--- src/rtl/fe_pkg.sv ---
package fe_pkg;

    typedef enum logic [2:0] {
        ST_IDLE,
        ST_SEL,
        ST_SEL_ACK,
        ST_WR,
        ST_WR_ACK,
        ST_RD,
        ST_RD_ACK,
        ST_HOLD
    } fe_state_t;

    localparam logic [3:0] SEL_PREFIX = 4'b1010;
    localparam int         BYTE_W     = 8;
    localparam int         SEL_W      = 3;

endpackage

--- src/rtl/fe_sync.sv ---
module fe_sync #(
    parameter int W      = 2,
    parameter int STAGES = 2
) (
    input  logic         clk,
    input  logic         rst_n,
    input  logic [W-1:0] d,
    output logic [W-1:0] q,
    output logic [W-1:0] q_prev
);
    localparam int CHAIN_W = W * (STAGES + 1);

    logic [CHAIN_W-1:0] chain;

    // element k lives at chain[W*k +: W]; element 0 is the first flop
    always_ff @(posedge clk or negedge rst_n) begin
        if (!rst_n) chain <= '1;
        else        chain <= {chain[CHAIN_W-W-1:0], d};
    end

    assign q      = chain[W*(STAGES-1) +: W];
    assign q_prev = chain[W*STAGES +: W];
endmodule

--- src/rtl/fe_cond_det.sv ---
module fe_cond_det (
    input  logic scl_q,
    input  logic scl_p,
    input  logic sda_q,
    input  logic sda_p,
    output logic start_det,
    output logic stop_det,
    output logic scl_rise,
    output logic scl_fall
);
    logic scl_held_high;

    assign scl_held_high = scl_q & scl_p;
    assign start_det     = scl_held_high & sda_p & ~sda_q;
    assign stop_det      = scl_held_high & ~sda_p & sda_q;
    assign scl_rise      = scl_q & ~scl_p;
    assign scl_fall      = ~scl_q & scl_p;
endmodule

--- src/rtl/fe_sel_match.sv ---
module fe_sel_match
    import fe_pkg::*;
#(
    parameter int HI_ADDR_BITS = 0
) (
    input  logic [7:1]       sel_byte,
    input  logic [SEL_W-1:0] strap,
    output logic             match,
    output logic [SEL_W-1:0] hi_addr
);
    logic [SEL_W-1:0] bit_ok;

    for (genvar i = 0; i < SEL_W; i++) begin : g_selbit
        if (i < HI_ADDR_BITS) begin : g_addr
            assign bit_ok[i]  = 1'b1;
            assign hi_addr[i] = sel_byte[i+1];
        end else begin : g_strap
            assign bit_ok[i]  = (sel_byte[i+1] == strap[i]);
            assign hi_addr[i] = 1'b0;
        end
    end

    assign match = (sel_byte[7:4] == SEL_PREFIX) && (&bit_ok);
endmodule

--- src/rtl/i2c_mem_slave_fe.sv ---
module i2c_mem_slave_fe
    import fe_pkg::*;
#(
    parameter int HI_ADDR_BITS = 0,
    parameter int SYNC_STAGES  = 2
) (
    input  logic                clk,
    input  logic                rst_n,
    input  logic                scl_i,
    input  logic                sda_i,
    output logic                sda_oe_o,
    input  logic [SEL_W-1:0]    strap_i,
    input  logic                busy_i,
    input  logic [BYTE_W-1:0]   tx_data_i,
    output logic                start_o,
    output logic                stop_o,
    output logic                sel_o,
    output logic                rw_o,
    output logic [SEL_W-1:0]    hi_addr_o,
    output logic                rx_valid_o,
    output logic [BYTE_W-1:0]   rx_byte_o,
    output logic                tx_load_o,
    output logic                mack_o,
    output logic                nack_o
);
    localparam int          CNT_W    = $clog2(BYTE_W + 1);
    localparam logic [CNT_W-1:0] CNT_FULL = CNT_W'(BYTE_W);
    localparam logic [CNT_W-1:0] CNT_LAST = CNT_W'(BYTE_W - 1);

    logic [1:0] sy_q, sy_p;
    logic       scl_q, sda_q;
    logic       start_det, stop_det, scl_rise, scl_fall;
    logic       sel_match, sel_ok;
    logic [SEL_W-1:0] sel_hi;

    fe_state_t        state, state_nx;
    logic [CNT_W-1:0] bit_cnt;
    logic [BYTE_W-1:0] shreg;
    logic             byte_full;

    fe_sync #(.W(2), .STAGES(SYNC_STAGES)) u_sync (
        .clk    (clk),
        .rst_n  (rst_n),
        .d      ({scl_i, sda_i}),
        .q      (sy_q),
        .q_prev (sy_p)
    );

    assign scl_q = sy_q[1];
    assign sda_q = sy_q[0];

    fe_cond_det u_cond (
        .scl_q     (sy_q[1]),
        .scl_p     (sy_p[1]),
        .sda_q     (sy_q[0]),
        .sda_p     (sy_p[0]),
        .start_det (start_det),
        .stop_det  (stop_det),
        .scl_rise  (scl_rise),
        .scl_fall  (scl_fall)
    );

    fe_sel_match #(.HI_ADDR_BITS(HI_ADDR_BITS)) u_match (
        .sel_byte (shreg[7:1]),
        .strap    (strap_i),
        .match    (sel_match),
        .hi_addr  (sel_hi)
    );

    assign sel_ok    = sel_match && !busy_i;
    assign byte_full = (bit_cnt == CNT_FULL);

    // state register
    always_ff @(posedge clk or negedge rst_n) begin
        if (!rst_n) state <= ST_IDLE;
        else        state <= state_nx;
    end

    // transitions
    always_comb begin
        state_nx = state;
        if (stop_det) begin
            state_nx = ST_IDLE;
        end else if (start_det) begin
            state_nx = ST_SEL;
        end else begin
            unique case (state)
                ST_IDLE:    state_nx = ST_IDLE;
                ST_SEL:     if (scl_fall && byte_full)
                                state_nx = sel_ok ? ST_SEL_ACK : ST_HOLD;
                ST_SEL_ACK: if (scl_fall)
                                state_nx = rw_o ? ST_RD : ST_WR;
                ST_WR:      if (scl_fall && byte_full) state_nx = ST_WR_ACK;
                ST_WR_ACK:  if (scl_fall) state_nx = ST_WR;
                ST_RD:      if (scl_fall && byte_full) state_nx = ST_RD_ACK;
                ST_RD_ACK:  if (scl_rise && scl_q && sda_q) state_nx = ST_HOLD;
                            else if (scl_fall) state_nx = ST_RD;
                ST_HOLD:    state_nx = ST_HOLD;
            endcase
        end
    end

    // datapath and outputs
    always_ff @(posedge clk or negedge rst_n) begin
        if (!rst_n) begin
            bit_cnt    <= '0;
            shreg      <= '0;
            sda_oe_o   <= 1'b0;
            start_o    <= 1'b0;
            stop_o     <= 1'b0;
            sel_o      <= 1'b0;
            rw_o       <= 1'b0;
            hi_addr_o  <= '0;
            rx_valid_o <= 1'b0;
            rx_byte_o  <= '0;
            tx_load_o  <= 1'b0;
            mack_o     <= 1'b0;
            nack_o     <= 1'b0;
        end else begin
            start_o    <= 1'b0;
            stop_o     <= 1'b0;
            sel_o      <= 1'b0;
            rx_valid_o <= 1'b0;
            tx_load_o  <= 1'b0;
            mack_o     <= 1'b0;
            nack_o     <= 1'b0;
            if (stop_det) begin
                stop_o   <= 1'b1;
                sda_oe_o <= 1'b0;
                bit_cnt  <= '0;
            end else if (start_det) begin
                start_o  <= 1'b1;
                sda_oe_o <= 1'b0;
                bit_cnt  <= '0;
            end else begin
                unique case (state)
                    ST_SEL, ST_WR: begin
                        if (scl_rise && !byte_full) begin
                            shreg   <= {shreg[BYTE_W-2:0], sda_q};
                            bit_cnt <= bit_cnt + 1'b1;
                            if (state == ST_WR && bit_cnt == CNT_LAST) begin
                                rx_byte_o  <= {shreg[BYTE_W-2:0], sda_q};
                                rx_valid_o <= 1'b1;
                            end
                        end
                        if (scl_fall && byte_full) begin
                            if (state == ST_WR) begin
                                sda_oe_o <= 1'b1;
                            end else if (sel_ok) begin
                                sda_oe_o  <= 1'b1;
                                sel_o     <= 1'b1;
                                rw_o      <= shreg[0];
                                hi_addr_o <= sel_hi;
                            end
                        end
                    end
                    ST_SEL_ACK: begin
                        if (scl_fall) begin
                            bit_cnt <= '0;
                            if (rw_o) begin
                                shreg     <= tx_data_i;
                                sda_oe_o  <= ~tx_data_i[BYTE_W-1];
                                tx_load_o <= 1'b1;
                            end else begin
                                sda_oe_o  <= 1'b0;
                            end
                        end
                    end
                    ST_WR_ACK: begin
                        if (scl_fall) begin
                            sda_oe_o <= 1'b0;
                            bit_cnt  <= '0;
                        end
                    end
                    ST_RD: begin
                        if (scl_rise && !byte_full) bit_cnt <= bit_cnt + 1'b1;
                        if (scl_fall) begin
                            if (byte_full) begin
                                sda_oe_o <= 1'b0;
                            end else begin
                                shreg    <= {shreg[BYTE_W-2:0], 1'b0};
                                sda_oe_o <= ~shreg[BYTE_W-2];
                            end
                        end
                    end
                    ST_RD_ACK: begin
                        if (scl_rise) begin
                            if (sda_q) nack_o <= 1'b1;
                            else       mack_o <= 1'b1;
                        end else if (scl_fall) begin
                            bit_cnt   <= '0;
                            shreg     <= tx_data_i;
                            sda_oe_o  <= ~tx_data_i[BYTE_W-1];
                            tx_load_o <= 1'b1;
                        end
                    end
                    ST_IDLE, ST_HOLD: begin
                        sda_oe_o <= 1'b0;
                    end
                endcase
            end
        end
    end
endmodule

--- config.mk ---
export PLATFORM = sky130hd
export DESIGN_NAME = i2c_mem_slave_fe
export DESIGN_NICKNAME = d
export VERILOG_FILES = /design/src/rtl/fe_pkg.sv /design/src/rtl/fe_sync.sv /design/src/rtl/fe_cond_det.sv /design/src/rtl/fe_sel_match.sv /design/src/rtl/i2c_mem_slave_fe.sv
export SDC_FILE = /design/constraint.sdc
export NUM_CORES = 1
export LEC_CHECK = 0
export BUFFER_PORTS_ARGS = -buffer_cell sky130_fd_sc_hd__buf_2
export CAP_MARGIN = 20
export CORE_UTILIZATION = 45
export CTS_CLUSTER_SIZE = 20
export DETAILED_ROUTE_END_ITERATION = 8
export PLACE_DENSITY_LB_ADDON = 0.3
export SETUP_SLACK_MARGIN = 0.2
export SLEW_MARGIN = 40
export SYNTH_ARGS = -nofsm -noshare
export SYNTH_HDL_FRONTEND = slang
export SYNTH_SLANG_ARGS = --single-unit
--- constraint.sdc ---
create_clock -name clk -period 1.86 [get_ports clk]
set_clock_uncertainty 0.1 [all_clocks]
set_input_delay 0.093 -clock clk [delete_from_list [all_inputs] [get_ports clk]]
set_output_delay 0.093 -clock clk [all_outputs]
set_load 0.01 [all_outputs]
==> key figures <==
Critical path
  • Worst path cell trace: inv_2, ha_1, and3b_2, and2_4, o21a_4, a311oi_2
  • Buffers and inverters on the worst path: 1
  • Worst reg-to-reg path cell count: 6
  • Setup crit end: state[1]
  • Reg-to-reg endpoint: state[1]
  • CP top delay family: compound AO/OA/AOI/OAI gates
  • R2R Path Start: bit_cnt[0]
  • Critical Path Start: bit_cnt[0]
  • Worst path depth: 6
  • Worst EP required: 1.95 ns
  • CP Launch Type: flop
  • Arrival @ worst endpoint: 1.81 ns
  • Crit Path Max Fanout: 5
  • Max incr delay on CP: 0.36 ns
  • Reg2reg setup slack: 0.14 ns
  • Crit. End Element: flop
  • CP max-delay cell: dfrtp_1
  • Kind of critical path: reg -> reg

Timing
  • Max_slew headroom: 63.6%
  • Fin crit share: 92.7%
  • RSZ-0062 raised after global routing: true
  • Final Hold Vio Count: 1
  • Worst hold slack: -0.00476 ns
  • Worst-Margin Slew: 0.546 ns
  • Final min period: 1.72 ns
  • Total negative setup slack: 0 ns
  • F_max: 580 MHz
  • Setup violators final: 0
  • Slew Limit Fails: 0

Power
  • Pwr Density: 1320 nW/µm²
  • Maximum vdd drop: 0.762 mV
  • Total leakage power: 1.23 nW

Yosys
  • Syn Std Cell Area: 1910 µm²
  • Ys Warns: 0
  • Ys flop type: dfrtp_1
  • Synth area leader: dfrtp_1
  • Synthesized netlist cell count: 163
  • Share of the synthesized area in the top cell type: 42.0%
  • Yosys cell types: 52
  • Number of enable flip-flop cells after synthesis: 0
  • Mean post-synth cell area: 11.7 µm²
  • Sequential fraction of the synthesis area: 50.3%
  • Synth top area cells: dfrtp_1, dfstp_2, mux2_2, mux2i_1, nand2_1
  • Seq cells post-synth: 38
  • Async SR Flop Fraction: 100%

CTS
  • Root Driver: clkbuf_8
  • H-tree depth: 2
  • Worst skew pair latency: 0.28 ns
  • Clk sinks: 38
  • Inserted Clock Buffers: 5
  • Clk slew on worst S/H paths: 0.07 ns
  • Clock Tree Buf Depth: 2
  • CTS tree: built

Global route
  • Total Routing Usage GR: 20.7%
  • Vias in the first global route: 1464
  • GR peak layer: met2
  • First-pass GRT wire length: 6.82 mm
  • GRT met3 Usage: 3.25%
  • Met2 Usage GRT: 34.9%
  • Grt total ovfl: 0
  • Largest net degree at the start of global routing: 26
  • GR met1 Demand/Resource: 26.5%
  • Antenna violations before repair: 0

Floorplan
  • Core area: 4030 µm²
  • Die ar.: 4500 µm²
  • Initial core utilization: 47.3%
  • Core Rows: 23
  • Die height: 67.1 µm
  • Top Ports: 36
  • Die Wd: 67.1 µm

Detailed routing
  • Post-DRT Antenna Nets: 0
  • Routed wire length: 4.26 mm
  • DR pass1 iterations: 4
  • Drt initial violations: 75
  • Via count: 1466
  • Via/cell ratio: 5.24
  • Wire per inst: 15.2 µm
  • Drt drc: 0

Placement
  • GP Congestion: 0.810
  • Area post-placement: 2210 µm²
  • Port Buffers: 32
  • Final HPWL DP: 2.90 mm

Status
  • Status: finished, violations left
  • Failing checks: negative hold slack

Final layout
  • Final Cell Area: 2580 µm²
  • Fillers: 340
  • Layout cells sized above 1: 52.2%
  • Area grow syn2layout: 35.5%
  • N_diodes: 0
  • Layout net count: 247
  • Commonest cells after routing, fill and taps aside: dfrtp_1, buf_2, buf_4, mux2_4

Hold path
  • Hold Crit Class: in -> reg

Job
  • Max_cap viols: 0
[metrics by stage]
stage | total power, mW | hold WS [ns] | cells | utilization, % | setup slack, ns
6_report | 3.41 | -0.00476 | 280 | 64.1 | 0.136
4_1_cts | 3.29 | 0.000675 | 278 | 62.3 | 0.142
2_1_floorplan | 2.14 | -0.303 | 165 | - | 0.172
3_5_place_dp | 2.48 | 0.0100 | 257 | 54.8 | 0.0508
5_1_grt | 3.63 | 0.00743 | 280 | 64.1 | 0.0567
3_3_place_gp | 2.44 | 0.00559 | 257 | 54.8 | 0.0905
[layout make-up]
cell class,count,area [µm²],area share (%)
well taps,50,62.6,2.42
clock buffers,5,68.8,2.66
clock inverters,3,45.0,1.74
inverters,5,18.8,0.727
multi-input cells,114,987,38.2
flip-flops and latches,38,958,37.1
repair buffers,65,442,17.1
[worst min-delay path, stage by stage]
cell,delay [ns]
buf_2,0.08
mux2i_1,0.06
o21ai_1,0.11
[state kept, by name, indices dropped and copies added (netlist names), 3 cells and up]
name          cells
bit_cnt           4
state             3
shreg             8
rx_byte_o         8
u_sync.chain      6
[synthesized netlist by cell type, types with 3 or more instances]
cell type,number
nand2b_1,5
nor2b_1,3
mux2i_1,8
buf_4,5
xnor2_1,4
nor3_1,5
inv_1,4
mux2_2,10
dfrtp_1,32
nand2_1,14
a21oi_1,7
o21ai_1,10
dfstp_2,6
nor2_1,6
[cells by family after synthesis]
kind of cell | Yosys count | synth area share [%]
muxes | 18 | 10.1
xor gates and xnor gates | 4 | 1.84
adders and majority gates | 2 | 1.31
other | 1 | 0.197
DFF | 38 | 50.3
and+or+nand+nor | 47 | 15.3
buffers and inverters | 13 | 4.40
AOI/OAI and AO/OA | 40 | 16.5
[layer usage]
metal | share of wire (%) | vias up
met4 | 1.5 | 0
met5 | 0 | -
met2 | 51 | 36
met3 | 3.5 | 7
met1 | 44 | 711
li1 | - | 712
[how the worst min path moves through the flow]
stage	startpoint	endpoint	slack, ns	cells past startpoint
after detailed placement	rst_n	stop_o	0.01	1
after global routing	tx_data_i[2]	shreg[2]	0.007	3
after CTS	tx_data_i[3]	shreg[3]	0.0007	3
after floorplan	rst_n	bit_cnt[0]	-0.30	0
final	tx_data_i[3]	shreg[3]	-0.005	3
after global placement	rst_n	stop_o	0.006	1
[repair_timing]
action,4_1_cts,5_1_grt
resized for setup,17,19
hold endpoints to repair,26,0
pin swaps,7,9
setup buffers,7,2
endpoints found under the setup margin,20,25
hold buffers,6,0
[power breakdown]
| part | total [mW] | switching [mW] | internal, mW |
|---|---|---|---|
| Clock | 0.691 | 0.293 | 0.399 |
| Combinational | 1.54 | 0.782 | 0.763 |
| Sequential | 1.18 | 0.191 | 0.988 |
No activity file was read; power rests on OpenSTA's default activity.
